==> src/rtl/rrs_pkg.sv <==
package rrs_pkg;
  localparam int NSLOT  = 9;
  localparam int STEP_W = $clog2(NSLOT + 2);

  typedef enum logic [1:0] {
    K_BYTE = 2'd0,
    K_WORD = 2'd1,
    K_SEND = 2'd2
  } kind_e;

  typedef enum logic [1:0] {
    S_IDLE  = 2'd0,
    S_ISSUE = 2'd1,
    S_WAIT  = 2'd2
  } st_e;

  localparam logic [7:0] CODE_PAGE  = 8'h00;
  localparam logic [7:0] CODE_STORE = 8'h11;

  // Command code of each parameter slot
  function automatic logic [7:0] slot_code(input logic [STEP_W-1:0] s);
    case (s)
      4'd0:    slot_code = 8'h25; // margin high
      4'd1:    slot_code = 8'h26; // margin low
      4'd2:    slot_code = 8'h5E; // power good on
      4'd3:    slot_code = 8'h5F; // power good off
      4'd4:    slot_code = 8'h43; // UV warn
      4'd5:    slot_code = 8'h44; // UV fault
      4'd6:    slot_code = 8'h21; // output set point
      4'd7:    slot_code = 8'h42; // OV warn
      default: slot_code = 8'h40; // OV fault
    endcase
  endfunction
endpackage

==> src/rtl/rrs_order.sv <==
module rrs_order
  import rrs_pkg::*;
#(
  parameter int N_SLOT = NSLOT
) (
  input  logic [STEP_W-1:0] step,
  input  logic              raise,
  output logic [STEP_W-1:0] slot
);
  localparam int N_MARGIN = 2;

  always_comb begin
    if (step == '0 || int'(step) > N_SLOT)
      slot = '0;
    else if (!raise || int'(step) <= N_MARGIN)
      slot = step - STEP_W'(1);
    else
      slot = STEP_W'(N_SLOT + N_MARGIN) - step;
  end
endmodule

==> src/rtl/rrs_cmd_build.sv <==
module rrs_cmd_build
  import rrs_pkg::*;
#(
  parameter int PAGE_W = 8,
  parameter int WORD_W = 16,
  parameter int N_SLOT = NSLOT
) (
  input  logic [STEP_W-1:0]        step,
  input  logic [STEP_W-1:0]        slot,
  input  logic [PAGE_W-1:0]        page_q,
  input  logic [N_SLOT*WORD_W-1:0] words_q,
  output logic [7:0]               code,
  output logic [WORD_W-1:0]        data,
  output logic [1:0]               kind
);
  logic [WORD_W-1:0] word_arr [N_SLOT];

  for (genvar g = 0; g < N_SLOT; g++) begin : g_unpack
    assign word_arr[g] = words_q[g*WORD_W +: WORD_W];
  end

  always_comb begin
    if (step == '0) begin
      code = CODE_PAGE;
      data = {{(WORD_W-PAGE_W){1'b0}}, page_q};
      kind = K_BYTE;
    end else if (int'(step) <= N_SLOT) begin
      code = slot_code(slot);
      data = word_arr[slot];
      kind = K_WORD;
    end else begin
      code = CODE_STORE;
      data = '0;
      kind = K_SEND;
    end
  end
endmodule

==> src/rtl/rail_retarget_seq.sv <==
module rail_retarget_seq
  import rrs_pkg::*;
#(
  parameter int PAGE_W = 8,
  parameter int WORD_W = 16
) (
  input  logic                    clk,
  input  logic                    rst_n,
  input  logic                    start,
  input  logic [PAGE_W-1:0]       page,
  input  logic [NSLOT*WORD_W-1:0] prm_words,
  input  logic                    raise,
  input  logic                    commit,
  output logic                    cmd_valid,
  input  logic                    cmd_ready,
  output logic [7:0]              cmd_code,
  output logic [WORD_W-1:0]       cmd_data,
  output logic [1:0]              cmd_kind,
  input  logic                    rsp_valid,
  input  logic                    rsp_nack,
  input  logic                    rsp_pec_err,
  output logic                    busy,
  output logic                    done,
  output logic                    fail,
  output logic [STEP_W-1:0]       fail_step
);
  localparam logic [STEP_W-1:0] LAST_WR    = STEP_W'(NSLOT);
  localparam logic [STEP_W-1:0] LAST_STORE = STEP_W'(NSLOT + 1);

  st_e                     st;
  logic [STEP_W-1:0]       step;
  logic [PAGE_W-1:0]       page_q;
  logic [NSLOT*WORD_W-1:0] words_q;
  logic                    raise_q;
  logic                    commit_q;
  logic [STEP_W-1:0]       slot;
  logic [STEP_W-1:0]       last_step;
  logic                    bad_rsp;

  assign last_step = commit_q ? LAST_STORE : LAST_WR;
  assign bad_rsp   = rsp_nack | rsp_pec_err;
  assign cmd_valid = (st == S_ISSUE);
  assign busy      = (st != S_IDLE);

  rrs_order #(.N_SLOT(NSLOT)) u_order (
    .step  (step),
    .raise (raise_q),
    .slot  (slot)
  );

  rrs_cmd_build #(.PAGE_W(PAGE_W), .WORD_W(WORD_W), .N_SLOT(NSLOT)) u_build (
    .step    (step),
    .slot    (slot),
    .page_q  (page_q),
    .words_q (words_q),
    .code    (cmd_code),
    .data    (cmd_data),
    .kind    (cmd_kind)
  );

  always_ff @(posedge clk or negedge rst_n) begin
    if (!rst_n) begin
      st        <= S_IDLE;
      step      <= '0;
      page_q    <= '0;
      words_q   <= '0;
      raise_q   <= 1'b0;
      commit_q  <= 1'b0;
      done      <= 1'b0;
      fail      <= 1'b0;
      fail_step <= '0;
    end else begin
      done <= 1'b0;
      fail <= 1'b0;
      unique case (st)
        S_IDLE: begin
          if (start) begin
            page_q    <= page;
            words_q   <= prm_words;
            raise_q   <= raise;
            commit_q  <= commit;
            step      <= '0;
            fail_step <= '0;
            st        <= S_ISSUE;
          end
        end
        S_ISSUE: begin
          if (cmd_ready) st <= S_WAIT;
        end
        S_WAIT: begin
          if (rsp_valid) begin
            if (bad_rsp) begin
              fail      <= 1'b1;
              fail_step <= step;
              st        <= S_IDLE;
            end else if (step == last_step) begin
              done <= 1'b1;
              st   <= S_IDLE;
            end else begin
              step <= step + STEP_W'(1);
              st   <= S_ISSUE;
            end
          end
        end
        default: st <= S_IDLE;
      endcase
    end
  end
endmodule

==> config.mk <==
export PLATFORM = sky130hd
export DESIGN_NAME = rail_retarget_seq
export DESIGN_NICKNAME = d
export VERILOG_FILES = /design/src/rtl/rrs_pkg.sv /design/src/rtl/rrs_order.sv /design/src/rtl/rrs_cmd_build.sv /design/src/rtl/rail_retarget_seq.sv
export SDC_FILE = /design/constraint.sdc
export NUM_CORES = 1
export LEC_CHECK = 0
export BUFFER_PORTS_ARGS = -buffer_cell sky130_fd_sc_hd__clkbuf_2
export CORE_MARGIN = 3
export CORE_UTILIZATION = 54
export DETAILED_ROUTE_END_ITERATION = 10
export PLACE_DENSITY = 0.8
export SLEW_MARGIN = 20
export SYNTH_ARGS = -nofsm -noshare
export SYNTH_HDL_FRONTEND = slang
export SYNTH_SLANG_ARGS = --single-unit
==> constraint.sdc <==
create_clock -name clk -period 3.6 [get_ports clk]
set_input_delay 0.18 -clock clk [delete_from_list [all_inputs] [get_ports clk]]
set_output_delay 0.18 -clock clk [all_outputs]
set_load 0.05 [all_outputs]
==> results.txt, run 1 <==
----------------------------------------------------
[Drt]
  Routed Wire Length ... 27.25 mm
  Via-per-instance ratio ... 6.111
  Number of remaining DRC errors ... 0
  Avg WL per Cell ... 22.65 µm
  Count of antenna-violating nets left after detailed routing ... 0
  First-pass iteration count of the detailed router ... 5
  Initial DRC count ... 575
  Via count ... 7351

[Logic synthesis]
  Sequential element share of the synthesized area ... 0.5008
  Cell count after synthesis ... 684
  Yosys warns ... 0
  Share of Yosys cell area claimed by the top area cell type ... 0.5008
  Most instantiated flip-flop cell in the synthesis netlist ... sky130_fd_sc_hd__dfrtp_1
  Number of library cell types mapped by synthesis ... 61
  Synth Net Count ... 855
  Async set-reset flop share out of synthesis ... 1.000
  Avg Synthesized Cell Area ... 12.13 µm²
  Yosys reg bits ... 166
  Most used standard cell by instance count after synthesis ... sky130_fd_sc_hd__mux2_2
  Synth cell count leaders ... sky130_fd_sc_hd__mux2_2 (170), sky130_fd_sc_hd__dfrtp_1 (166), sky130_fd_sc_hd__a21oi_1 (36)
  Number of synthesized flops with an enable pin ... 0
  Most area-hungry cell type in the Yosys netlist ... sky130_fd_sc_hd__dfrtp_1
  Top post-synthesis cells by area ... sky130_fd_sc_hd__dfrtp_1 (50%), sky130_fd_sc_hd__mux2_2 (23%), sky130_fd_sc_hd__a221oi_1 (2.4%), sky130_fd_sc_hd__a21oi_1 (2.2%), sky130_fd_sc_hd__o21ai_0 (1.9%)
  Area of the mapped netlist ... 8294 µm²

[Clock tree]
  Master cell of the clock root buffer ... sky130_fd_sc_hd__clkbuf_16
  Clock Latency Late Sink ... 0.43 ns
  Inserted Clock Buffers ... 17
  Maximum level of the CTS H-tree ... 4
  Largest buffer count on any clock path ... 2
  Number of clock sinks seen by CTS ... 166
  CTS tree ... yes
  Clk slew on worst S/H paths ... 0.06 ns

[Floorplan]
  Die Ht ... 129.9 µm
  Number of standard-cell rows in the floorplan ... 44
  CORE AREA ... 14750 µm²
  Effective utilization at floorplan ... 0.5622
  Die outline area ... 16880 µm²
  Top-Level Pins ... 195
  Die X-Extent ... 129.9 µm

[Place]
  Post-DP HPWL ... 16.35 mm
  Routability cong. ... 0.9077
  Placed Area ... 9951 µm²
  Number of buffers added on ports ... 193

[Setup path]
  Cell repeated most along the worst path ... sky130_fd_sc_hd__buf_4
  Largest driver fanout on the critical path ... 22
  Count of cell instances traversed by the critical path ... 10
  Bufs and invs on worst path ... 3
  Arrival @ worst endpoint ... 3.37 ns
  Cells along the critical path ... buf_4 -> ha_1 -> a21bo_2 -> o21a_1 -> nor2_4 -> buf_4 -> mux2_2 -> a221oi_1 -> a211oi_2 -> buf_12
  Family with the most delay on the worst path ... compound AO/OA/AOI/OAI gates
  Count of cells along the worst register-to-register path ... 4
  Slowest cell on the critical path ... sky130_fd_sc_hd__a221oi_1
  Required time reported for the critical path endpoint ... 3.42 ns
  Max stage delay on crit path ... 0.51 ns
  Type of element launching the critical path ... flip-flop
  Setup Crit Path Kind ... flip-flop to primary output
  Endpoint class of the critical path ... primary output

[Layout]
  Layout overhead on the synthesized area ... 45.65%
  Layout net count ... 1172
  Final cell area excluding filler cells ... 12080 µm²
  Multi-input gate area ... 4158 µm²
  Sequential cell area ... 4155 µm²
  Ratio of cells with drive above 1 in the final layout ... 0.4645
  Number of inserted filler cells in the final layout ... 759

[STA]
  Clock period minus final worst setup slack ... 3.551 ns
  Achievable clock frequency ... 281.6 MHz
  Share of the cycle needed by the critical path after routing ... 0.9864
  Unrepaired setup endpoints after global routing ... yes
  Total of endpoints with negative setup slack in the final report ... 0
  Max-slew violation count ... 0
  Headroom to the max-slew limit ... 0.4146
  Total count of hold-check failures in the final report ... 0
  Final clock skew ... 0.01394 ns
  Worst Max-Slew Pin Slew ... 0.8781 ns

[Run status]
  Result of the run ... finished, final reports clean

[Pwr]
  LEAKAGE ... 0.005240 µW
  Sum of internal, switching and leakage power ... 10780 µW
  Cell Pwr Density ... 892.1 nW/µm²
  Worst VDD drop ... 850.7 µV

[Job]
  Maximum Capacitance Violations ... 0

[Global routing]
  Total Routing Usage GR ... 0.3218
  Wire length of the first global-routing pass ... 40.91 mm
  Largest net degree at the start of global routing ... 157
  Number of global-route vias before repair ... 7755
  Number of antenna violations at the first check in global routing ... 1
  Global-route congestion overflow total ... 0

[Min path]
  Hold crit path type ... input port to flip-flop
  Worst hold path stage count ... 2

----------------------------------------------------
## state kept, by name, summed over array words and instances (netlist names)
register   flops
step           4
page_q         8
words_q      144
st             2
commit_q       1
done           1
fail           1
fail_step      4
raise_q        1
## placed cells by master, fill, tap and decap left out, types with 9 or more instances in the layout
cell type,synthesis,final
sky130_fd_sc_hd__dlygate4sd3_1,0,135
sky130_fd_sc_hd__nor2_1,28,27
sky130_fd_sc_hd__buf_4,3,17
sky130_fd_sc_hd__mux2_2,170,170
sky130_fd_sc_hd__buf_12,1,26
sky130_fd_sc_hd__dfrtp_1,166,165
sky130_fd_sc_hd__o21ai_0,31,30
sky130_fd_sc_hd__and3_1,10,10
sky130_fd_sc_hd__clkbuf_2,1,168
sky130_fd_sc_hd__a21oi_1,36,33
sky130_fd_sc_hd__a221oi_1,23,10
sky130_fd_sc_hd__nand3_1,25,24
sky130_fd_sc_hd__nand2_1,11,10
sky130_fd_sc_hd__clkbuf_16,0,17
sky130_fd_sc_hd__o22ai_1,9,9
sky130_fd_sc_hd__ha_1,10,9
## what timing repair did
action / CTS / global route
endpoints found under the hold margin: 213 / 4
endpoints found under the setup margin: 17 / 18
gates resized for setup: 12 / 19
pin swaps: 1 / 2
setup buffers: 0 / 3
cloned: 1 / 0
hold buffers: 131 / 4
## layer usage
metal | up-vias | wire length [µm] | global-route usage
li1 | 3215 | - | -
met3 | 111 | 1860 | 0.06140
met4 | 0 | 1324 | 0.1742
met2 | 398 | 13850 | 0.5456
met1 | 3627 | 10220 | 0.3891
met5 | - | 0 | 0
## metrics by stage
| stage | util | TNS [ns] | cells | hold WS, ns | worst slack [ns] |
|---|---|---|---|---|---|
| finish | 0.8188 | 0 | 1203 | 0.002420 | 0.04913 |
| global route | 0.8181 | -0.2545 | 1199 | 0.001450 | -0.08388 |
| floorplan | - | -0.3859 | 684 | -0.1156 | -0.3859 |
| global placement | 0.6744 | 0 | 1027 | 0.2728 | 0.3977 |
| CTS | 0.8076 | 0 | 1191 | 0.001028 | 0.02864 |
| detailed placement | 0.6744 | 0 | 1027 | 0.2827 | 0.2361 |
## layout make-up
class	count	area share
diodes	5	0.001036
repair buffers	350	0.2388
multi-input cells	455	0.3442
clock buffers	21	0.03812
well taps	184	0.01906
flip-flops and latches	166	0.3440
inverters	11	0.004557
clock inverters	11	0.01025
## kinds of logic after synthesis
group	count (synthesis)	share of synthesized area
other	1	0.0004521
buffers and inverters	64	0.03997
adder cells (fa/ha/maj)	10	0.01509
AND/OR/NAND/NOR	112	0.07196
XOR/XNOR	3	0.003168
AO/OA/AOI/OAI	150	0.1281
flip-flops	166	0.5008
multiplexers	178	0.2405
## worst paths after layout
path	endpoint	slack (ns)	from
max in group asynchronous	page_q[2]	2.29	rst_n
setup reg to reg	words_q[99]	1.38	st[1]
hold / removal	words_q[23]	0.002	prm_words[23]
hold reg to reg	words_q[62]	0.50	words_q[62]
min in group asynchronous	fail	0.37	rst_n
setup / recovery	cmd_data[1]	0.05	step[1]
## power by group
| group | switching [µW] | internal (µW) | leakage, µW | total (µW) |
|---|---|---|---|---|
| Clock | 755 | 1060 | 0.000279 | 1810 |
| Combinational | 2920 | 2590 | 0.00299 | 5510 |
| Sequential | 663 | 2790 | 0.00197 | 3450 |
| Total | 4340 | 6430 | 0.00524 | 10800 |
No activity file was read; power rests on OpenSTA's default activity.
==> inputs of run 2 (changes only) <==
--- a/config.mk
+++ b/config.mk
@@ -7,9 +7,10 @@
 export LEC_CHECK = 0
 export BUFFER_PORTS_ARGS = -buffer_cell sky130_fd_sc_hd__clkbuf_2
 export CORE_MARGIN = 3
-export CORE_UTILIZATION = 54
+export CORE_UTILIZATION = 49
+export CTS_CLUSTER_SIZE = 30
 export DETAILED_ROUTE_END_ITERATION = 10
-export PLACE_DENSITY = 0.8
+export PLACE_DENSITY = 0.77
 export SLEW_MARGIN = 20
 export SYNTH_ARGS = -nofsm -noshare
 export SYNTH_HDL_FRONTEND = slang
==> constraint.sdc (replaced) <==
create_clock -name clk -period 3.2 [get_ports clk]
set_input_delay 0.16 -clock clk [delete_from_list [all_inputs] [get_ports clk]]
set_output_delay 0.16 -clock clk [all_outputs]
set_load 0.05 [all_outputs]
==> run 2 against run 1 <==
The run now ends with setup timing left. Sequential cell count is the same. Setup slack worse by 0.22 ns. Die area up 9.7%. Global-route usage decreased by 1.3 points. Clock-buffer cell count unchanged. Power is 25% higher. Cell area increased by 8.4%. Worst hold slack better by 0.0017 ns. First-iteration DRC count increased by 47%. Register-to-register slack got worse by 0.23 ns.
==> results.txt, run 2 (same netlist as run 1, synthesis figures left out) <==
----------------------------------------------------
[Run status]
  Result of the run ... complete, but fails checks
  Violations in the final reports ... setup timing

[Clock tree]
  Number of clock sinks seen by CTS ... 166
  Inserted Clock Buffers ... 17
  Master cell of the clock root buffer ... sky130_fd_sc_hd__clkbuf_16
  Largest buffer count on any clock path ... 2
  CTS tree ... yes
  Clk slew on worst S/H paths ... 0.07 ns
  Clock Latency Late Sink ... 0.44 ns
  Maximum level of the CTS H-tree ... 4

[Pwr]
  Cell Pwr Density ... 1025 nW/µm²
  Worst VDD drop ... 847.0 µV
  Sum of internal, switching and leakage power ... 13420 µW
  LEAKAGE ... 0.005638 µW

[Min path]
  Hold crit path type ... input port to flip-flop
  Worst hold path stage count ... 3
  Worst hold path startpoint ... cmd_ready
  Worst Hold End ... st[1]

[Layout]
  Number of inserted diodes ... 0
  Largest registers ... words_q (144), page_q (8)
  Most frequent cells in the layout ... sky130_fd_sc_hd__mux2_2 (168), sky130_fd_sc_hd__clkbuf_2 (168), sky130_fd_sc_hd__dfrtp_1 (165), sky130_fd_sc_hd__dlygate4sd3_1 (153), sky130_fd_sc_hd__buf_4 (37)
  Layout overhead on the synthesized area ... 57.87%
  Final cell area excluding filler cells ... 13090 µm²
  Layout net count ... 1228
  Number of inserted filler cells in the final layout ... 855
  Largest register by flop count ... words_q
  Ratio of cells with drive above 1 in the final layout ... 0.5084
  Max reg flops ... 144
  Final Instance Count excl. Fillers ... 1286

[STA]
  Share of the cycle needed by the critical path after routing ... 1.054
  Achievable clock frequency ... 296.4 MHz
  Total Negative Setup Slacks ... -0.5847 ns
  Headroom to the max-slew limit ... 0.3379
  Least setup slack across all paths after layout ... -0.1743 ns
  Total count of hold-check failures in the final report ... 0
  Clock period minus final worst setup slack ... 3.374 ns
  Max-slew violation count ... 0
  Final clock skew ... 0.01154 ns
  Unrepaired setup endpoints after global routing ... yes
  Total of endpoints with negative setup slack in the final report ... 15
  Worst Max-Slew Pin Slew ... 0.9931 ns

[Setup path]
  Arrival @ worst endpoint ... 3.21 ns
  Type of element launching the critical path ... flip-flop
  Worst flop-to-flop path startpoint ... step[1]
  Minimum setup slack among reg-to-reg paths ... 1.15 ns
  Endpoint class of the critical path ... primary output
  Required time reported for the critical path endpoint ... 3.04 ns
  Crit path from ... step[2]
  Count of cells along the worst register-to-register path ... 7
  Worst reg2reg path endpoint ... step[2]
  Setup Crit Path Kind ... flip-flop to primary output
  Largest driver fanout on the critical path ... 11

[Place]
  Number of buffers added on ports ... 193
  Routability cong. ... 0.9370
  Pre-CTS worst setup slack ... 0.2269 ns
  Cells after DPL ... 1072
  Placed Area ... 10140 µm²
  Post-DP HPWL ... 16.83 mm

[Global routing]
  Total Routing Usage GR ... 0.3083
  Number of antenna violations at the first check in global routing ... 0
  Largest net degree at the start of global routing ... 103
  Number of global-route vias before repair ... 7836
  Wire length of the first global-routing pass ... 43.39 mm
  Global-route congestion overflow total ... 0

[Drt]
  Via count ... 7739
  Number of remaining DRC errors ... 0
  Initial DRC count ... 846
  Via-per-instance ratio ... 6.018
  Avg WL per Cell ... 23.91 µm
  First-pass iteration count of the detailed router ... 5
  Routed Wire Length ... 30.75 mm
  Count of antenna-violating nets left after detailed routing ... 0

[Floorplan]
  Number of standard-cell rows in the floorplan ... 46
  Effective utilization at floorplan ... 0.5110
  Die outline area ... 18520 µm²
  CORE AREA ... 16230 µm²
  Die X-Extent ... 136.1 µm
  Die Ht ... 136.1 µm
  Top-Level Pins ... 195

[Job]
  Maximum Capacitance Violations ... 0

----------------------------------------------------
## run 2: changes by cell type in the layout (fill, tap and decap cells not counted), sizes merged
| cell | change |
|---|---|
| inv | +1 |
| dlygate4sd3 | +18 |
| and3 | -1 |
| o221a | +1 |
| clkinvlp | +3 |
| buf | +29 |
| clkinv | -4 |
| diode | -5 |
| clkbuf | +9 |
## run 2: layout make-up
class / count / area (µm²) / area share
Clock buffer: 21 / 440.4 / 0.03364
Clock inverter: 11 / 127.6 / 0.009747
Inverter: 11 / 58.81 / 0.004491
Multi-Input combinational cell: 455 / 4476 / 0.3418
Sequential cell: 166 / 4155 / 0.3173
Tap cell: 216 / 270.3 / 0.02064
Timing Repair Buffer: 406 / 3566 / 0.2723
## run 2: worst max-delay path by stage
stage,depth (start not counted),to
detailed placement,10,cmd_data[1]
floorplan,14,cmd_code[5]
finish,12,cmd_code[1]
CTS,10,cmd_data[14]
global route,11,cmd_code[1]
global placement,12,cmd_code[0]
## run 2: power by group
part | internal, µW | total, µW | leakage, µW | switching (µW)
combinational | 3630 | 7430 | 0.00341 | 3800
clock | 1150 | 2040 | 0.000256 | 891
sequential | 3140 | 3950 | 0.00197 | 809
total | 7920 | 13400 | 0.00564 | 5500
## run 2: stage by stage
stage                       util  hold WS [ns]
after global routing      0.8067     -0.009010
after global placement    0.6246        0.3368
final                     0.8067      0.004159
after detailed placement  0.6246        0.3307
after floorplan                -       -0.1356
after CTS                 0.7654     0.0009960
## run 2: per-layer routing
| layer | share of wire | wire (µm) | vias to the layer above | global-route usage |
|---|---|---|---|---|
| met2 | 0.51 | 15550 | 475 | 0.5416 |
| met3 | 0.083 | 2553 | 114 | 0.07291 |
| met1 | 0.37 | 11300 | 3836 | 0.3679 |
| met4 | 0.044 | 1345 | 0 | 0.1137 |
| li1 | - | - | 3314 | - |
| met5 | 0 | 0 | - | 0 |
## run 2: worst max-delay path, cell delays in order, from the launching register on
cell,delay [ns]
sky130_fd_sc_hd__dfrtp_1,0.42
sky130_fd_sc_hd__inv_4,0.07
sky130_fd_sc_hd__ha_4,0.19
sky130_fd_sc_hd__buf_4,0.14
sky130_fd_sc_hd__and2_4,0.15
sky130_fd_sc_hd__or3_4,0.38
sky130_fd_sc_hd__buf_12,0.16
sky130_fd_sc_hd__nor2_4,0.11
sky130_fd_sc_hd__inv_4,0.09
sky130_fd_sc_hd__ha_1,0.34
sky130_fd_sc_hd__nor3_1,0.34
sky130_fd_sc_hd__o21a_2,0.24
sky130_fd_sc_hd__buf_12,0.14
## run 2: repair_timing
| action | in CTS | in global routing |
|---|---|---|
| hold buffers | 153 | 0 |
| pin swaps | 5 | 29 |
| gates resized for setup | 32 | 74 |
| gates cloned | 0 | 6 |
| endpoints found under the hold margin | 253 | 0 |
| setup buffers | 2 | 21 |
| setup endpoints to repair | 20 | 21 |
==> inputs of run 3 (changes only) <==
--- a/config.mk
+++ b/config.mk
@@ -7,10 +7,11 @@
 export LEC_CHECK = 0
 export BUFFER_PORTS_ARGS = -buffer_cell sky130_fd_sc_hd__clkbuf_2
 export CORE_MARGIN = 3
-export CORE_UTILIZATION = 49
+export CORE_UTILIZATION = 51
+export CTS_BUF_LIST = sky130_fd_sc_hd__clkbuf_8
 export CTS_CLUSTER_SIZE = 30
 export DETAILED_ROUTE_END_ITERATION = 10
-export PLACE_DENSITY = 0.77
+export PLACE_DENSITY = 0.79
 export SLEW_MARGIN = 20
 export SYNTH_ARGS = -nofsm -noshare
 export SYNTH_HDL_FRONTEND = slang
==> run 3 against run 2 <==
The flow still finishes with violations (setup timing). Core utilization up 4.4 points. Worst hold slack better by 0.20 ns. Final cell count up 1.5%. Clock-buffer cell count decreased by 2. Critical path depth is 1 lower. Non-clock buffer count is 22 higher. Via count up 8.0%. Clock power fell by 25%. Cell area is 1.0% higher. Combinational power increased by 7.1%. Sequential power up 2%. Die area shrank 3.8%.
==> results.txt, run 3 (same netlist as run 1, synthesis figures left out) <==
----------------------------------------------------
[STA]
  Final clock skew ... 0.03193 ns
  Max-slew violation count ... 0
  Total of endpoints with negative setup slack in the final report ... 20
  WHS ... 0.2087 ns
  Least setup slack across all paths after layout ... -0.1868 ns
  Clock period minus final worst setup slack ... 3.387 ns
  Achievable clock frequency ... 295.3 MHz
  Total count of hold-check failures in the final report ... 0
  Headroom to the max-slew limit ... 0.4777
  Worst Max-Slew Pin Slew ... 0.7835 ns
  Unrepaired setup endpoints after global routing ... yes
  Share of the cycle needed by the critical path after routing ... 1.058

[Layout]
  Most frequent cells in the layout ... sky130_fd_sc_hd__clkbuf_2 (168), sky130_fd_sc_hd__dfrtp_1 (165), sky130_fd_sc_hd__mux2_2 (163), sky130_fd_sc_hd__dlygate4sd3_1 (161), sky130_fd_sc_hd__buf_4 (52)
  Sequential cell area ... 4155 µm²
  Post-route core utilization ... 0.8510
  Layout net count ... 1252
  Ratio of cells with drive above 1 in the final layout ... 0.5137
  Largest register by flop count ... words_q
  Largest registers ... words_q (144), page_q (8)
  Number of inserted filler cells in the final layout ... 702
  Layout overhead on the synthesized area ... 59.45%
  Most common library cell in the layout ignoring fill and taps ... sky130_fd_sc_hd__clkbuf_2
  Final Instance Count excl. Fillers ... 1305
  Max reg flops ... 144
  Multi-input gate area ... 4648 µm²

[Global routing]
  Number of antenna violations at the first check in global routing ... 1
  Global-route congestion overflow total ... 0
  Total Routing Usage GR ... 0.3569
  Wire length of the first global-routing pass ... 48.61 mm
  Number of global-route vias before repair ... 8399
  Largest net degree at the start of global routing ... 71

[Pwr]
  Cell Pwr Density ... 1024 nW/µm²
  Worst VDD drop ... 668.2 µV
  LEAKAGE ... 0.005739 µW

[Clock tree]
  Largest buffer count on any clock path ... 2
  Clock Latency Late Sink ... 0.49 ns
  CTS tree ... yes
  Maximum level of the CTS H-tree ... 4
  Number of clock sinks seen by CTS ... 166
  Inserted Clock Buffers ... 17
  Master cell of the clock root buffer ... sky130_fd_sc_hd__clkbuf_8
  Clk slew on worst S/H paths ... 0.11 ns

[Setup path]
  Bufs and invs on worst path ... 4
  Largest driver fanout on the critical path ... 14
  Endpoint class of the critical path ... primary output
  Arrival @ worst endpoint ... 3.23 ns
  Crit path from ... step[3]
  Family with the most delay on the worst path ... compound AO/OA/AOI/OAI gates
  Slowest cell on the critical path ... sky130_fd_sc_hd__dfrtp_1
  Required time reported for the critical path endpoint ... 3.04 ns
  Max stage delay on crit path ... 0.43 ns
  Minimum setup slack among reg-to-reg paths ... 0.84 ns
  Setup Crit Path Kind ... flip-flop to primary output
  Cells along the critical path ... inv_2 -> ha_4 -> buf_4 -> a21boi_2 -> a21oi_1 -> xnor2_1 -> and4_4 -> buf_6 -> a221oi_1 -> a211oi_2 -> clkbuf_16
  Type of element launching the critical path ... flip-flop
  Worst flop-to-flop path startpoint ... step[0]

[Drt]
  Count of antenna-violating nets left after detailed routing ... 0
  Via count ... 8358
  First-pass iteration count of the detailed router ... 8
  Number of remaining DRC errors ... 0
  Avg WL per Cell ... 27.26 µm
  Via-per-instance ratio ... 6.405
  Initial DRC count ... 1010
  Routed Wire Length ... 35.57 mm

[Place]
  Cells after DPL ... 1073
  Routability cong. ... 0.9499
  Number of buffers added on ports ... 193
  Post-DP HPWL ... 16.66 mm

[Job]
  Maximum Capacitance Violations ... 0

[Floorplan]
  Effective utilization at floorplan ... 0.5337
  Die X-Extent ... 133.5 µm
  Die outline area ... 17830 µm²
  Number of standard-cell rows in the floorplan ... 45
  Die Ht ... 133.5 µm
  Top-Level Pins ... 195
  CORE AREA ... 15540 µm²

[Run status]
  Violations in the final reports ... setup timing
  Result of the run ... complete, but fails checks

[Min path]
  Hold crit path type ... input port to asynchronous set/reset pin

----------------------------------------------------
==> run 3: cell types whose count changed in the layout (fill, tap and decap cells not counted), sizes merged, moves of 2 or more <==
cell and change:
buf +20, clkbuf -8, dlygate4sd3 +8, clkinvlp -5, clkinv +3, inv +3, diode +2
==> run 3: per-layer routing <==
metal  vias up  track usage  wire (µm)
li1       3361            -          -
met1      4016       0.4140      11890
met2       750       0.6225      17490
met3       231      0.08988       3477
met4         0       0.1640       2711
met5         -            0          0
==> run 3: final timing paths <==
check / cells after the start / end
max reg2reg: 7 / step[2]
max: 11 / cmd_data[5]
min reg2reg: 1 / fail_step[0]
min in group clk: 3 / fail
max in group asynchronous: 3 / words_q[107]
min: 2 / words_q[78]
==> run 3: what timing repair did <==
| item | in CTS | in global routing |
|---|---|---|
| setup buffers | 18 | 18 |
| endpoints found under the setup margin | 20 | 22 |
| hold endpoints to repair | 212 | 0 |
| gates resized for setup | 77 | 55 |
| pin swaps | 27 | 36 |
| hold buffers | 161 | 0 |
| gates cloned | 2 | 4 |
==> run 3: report_power, final <==
group	switching [µW]	internal, µW
logic	4160	3800
registers	906	3130
clock network	826	716
==> run 3: area by class of cell <==
| class | instances | share of cell area |
|---|---|---|
| Timing Repair Buffer | 428 | 0.2807 |
| Antenna cell | 2 | 0.0003784 |
| Inverter | 11 | 0.004447 |
| Clock inverter | 11 | 0.008231 |
| Clock buffer | 19 | 0.01977 |
| Tap cell | 211 | 0.01996 |
| Timing Repair inverter | 1 | 0.0008515 |
| Sequential cell | 166 | 0.3142 |
| Multi-Input combinational cell | 456 | 0.3515 |
==> run 3: per-stage QoR <==
stage / setup TNS, ns / area [µm²] / power (µW) / setup slack [ns]
global placement: 0 / 10180 / 9534 / 0.1867
CTS: -0.4642 / 12730 / 12040 / -0.06200
finish: -2.450 / 13230 / 13540 / -0.1868
global route: -2.985 / 13220 / 13910 / -0.2449
floorplan: -0.01500 / 8556 / 7778 / -0.01500
detailed placement: 0 / 10180 / 9683 / 0.1041
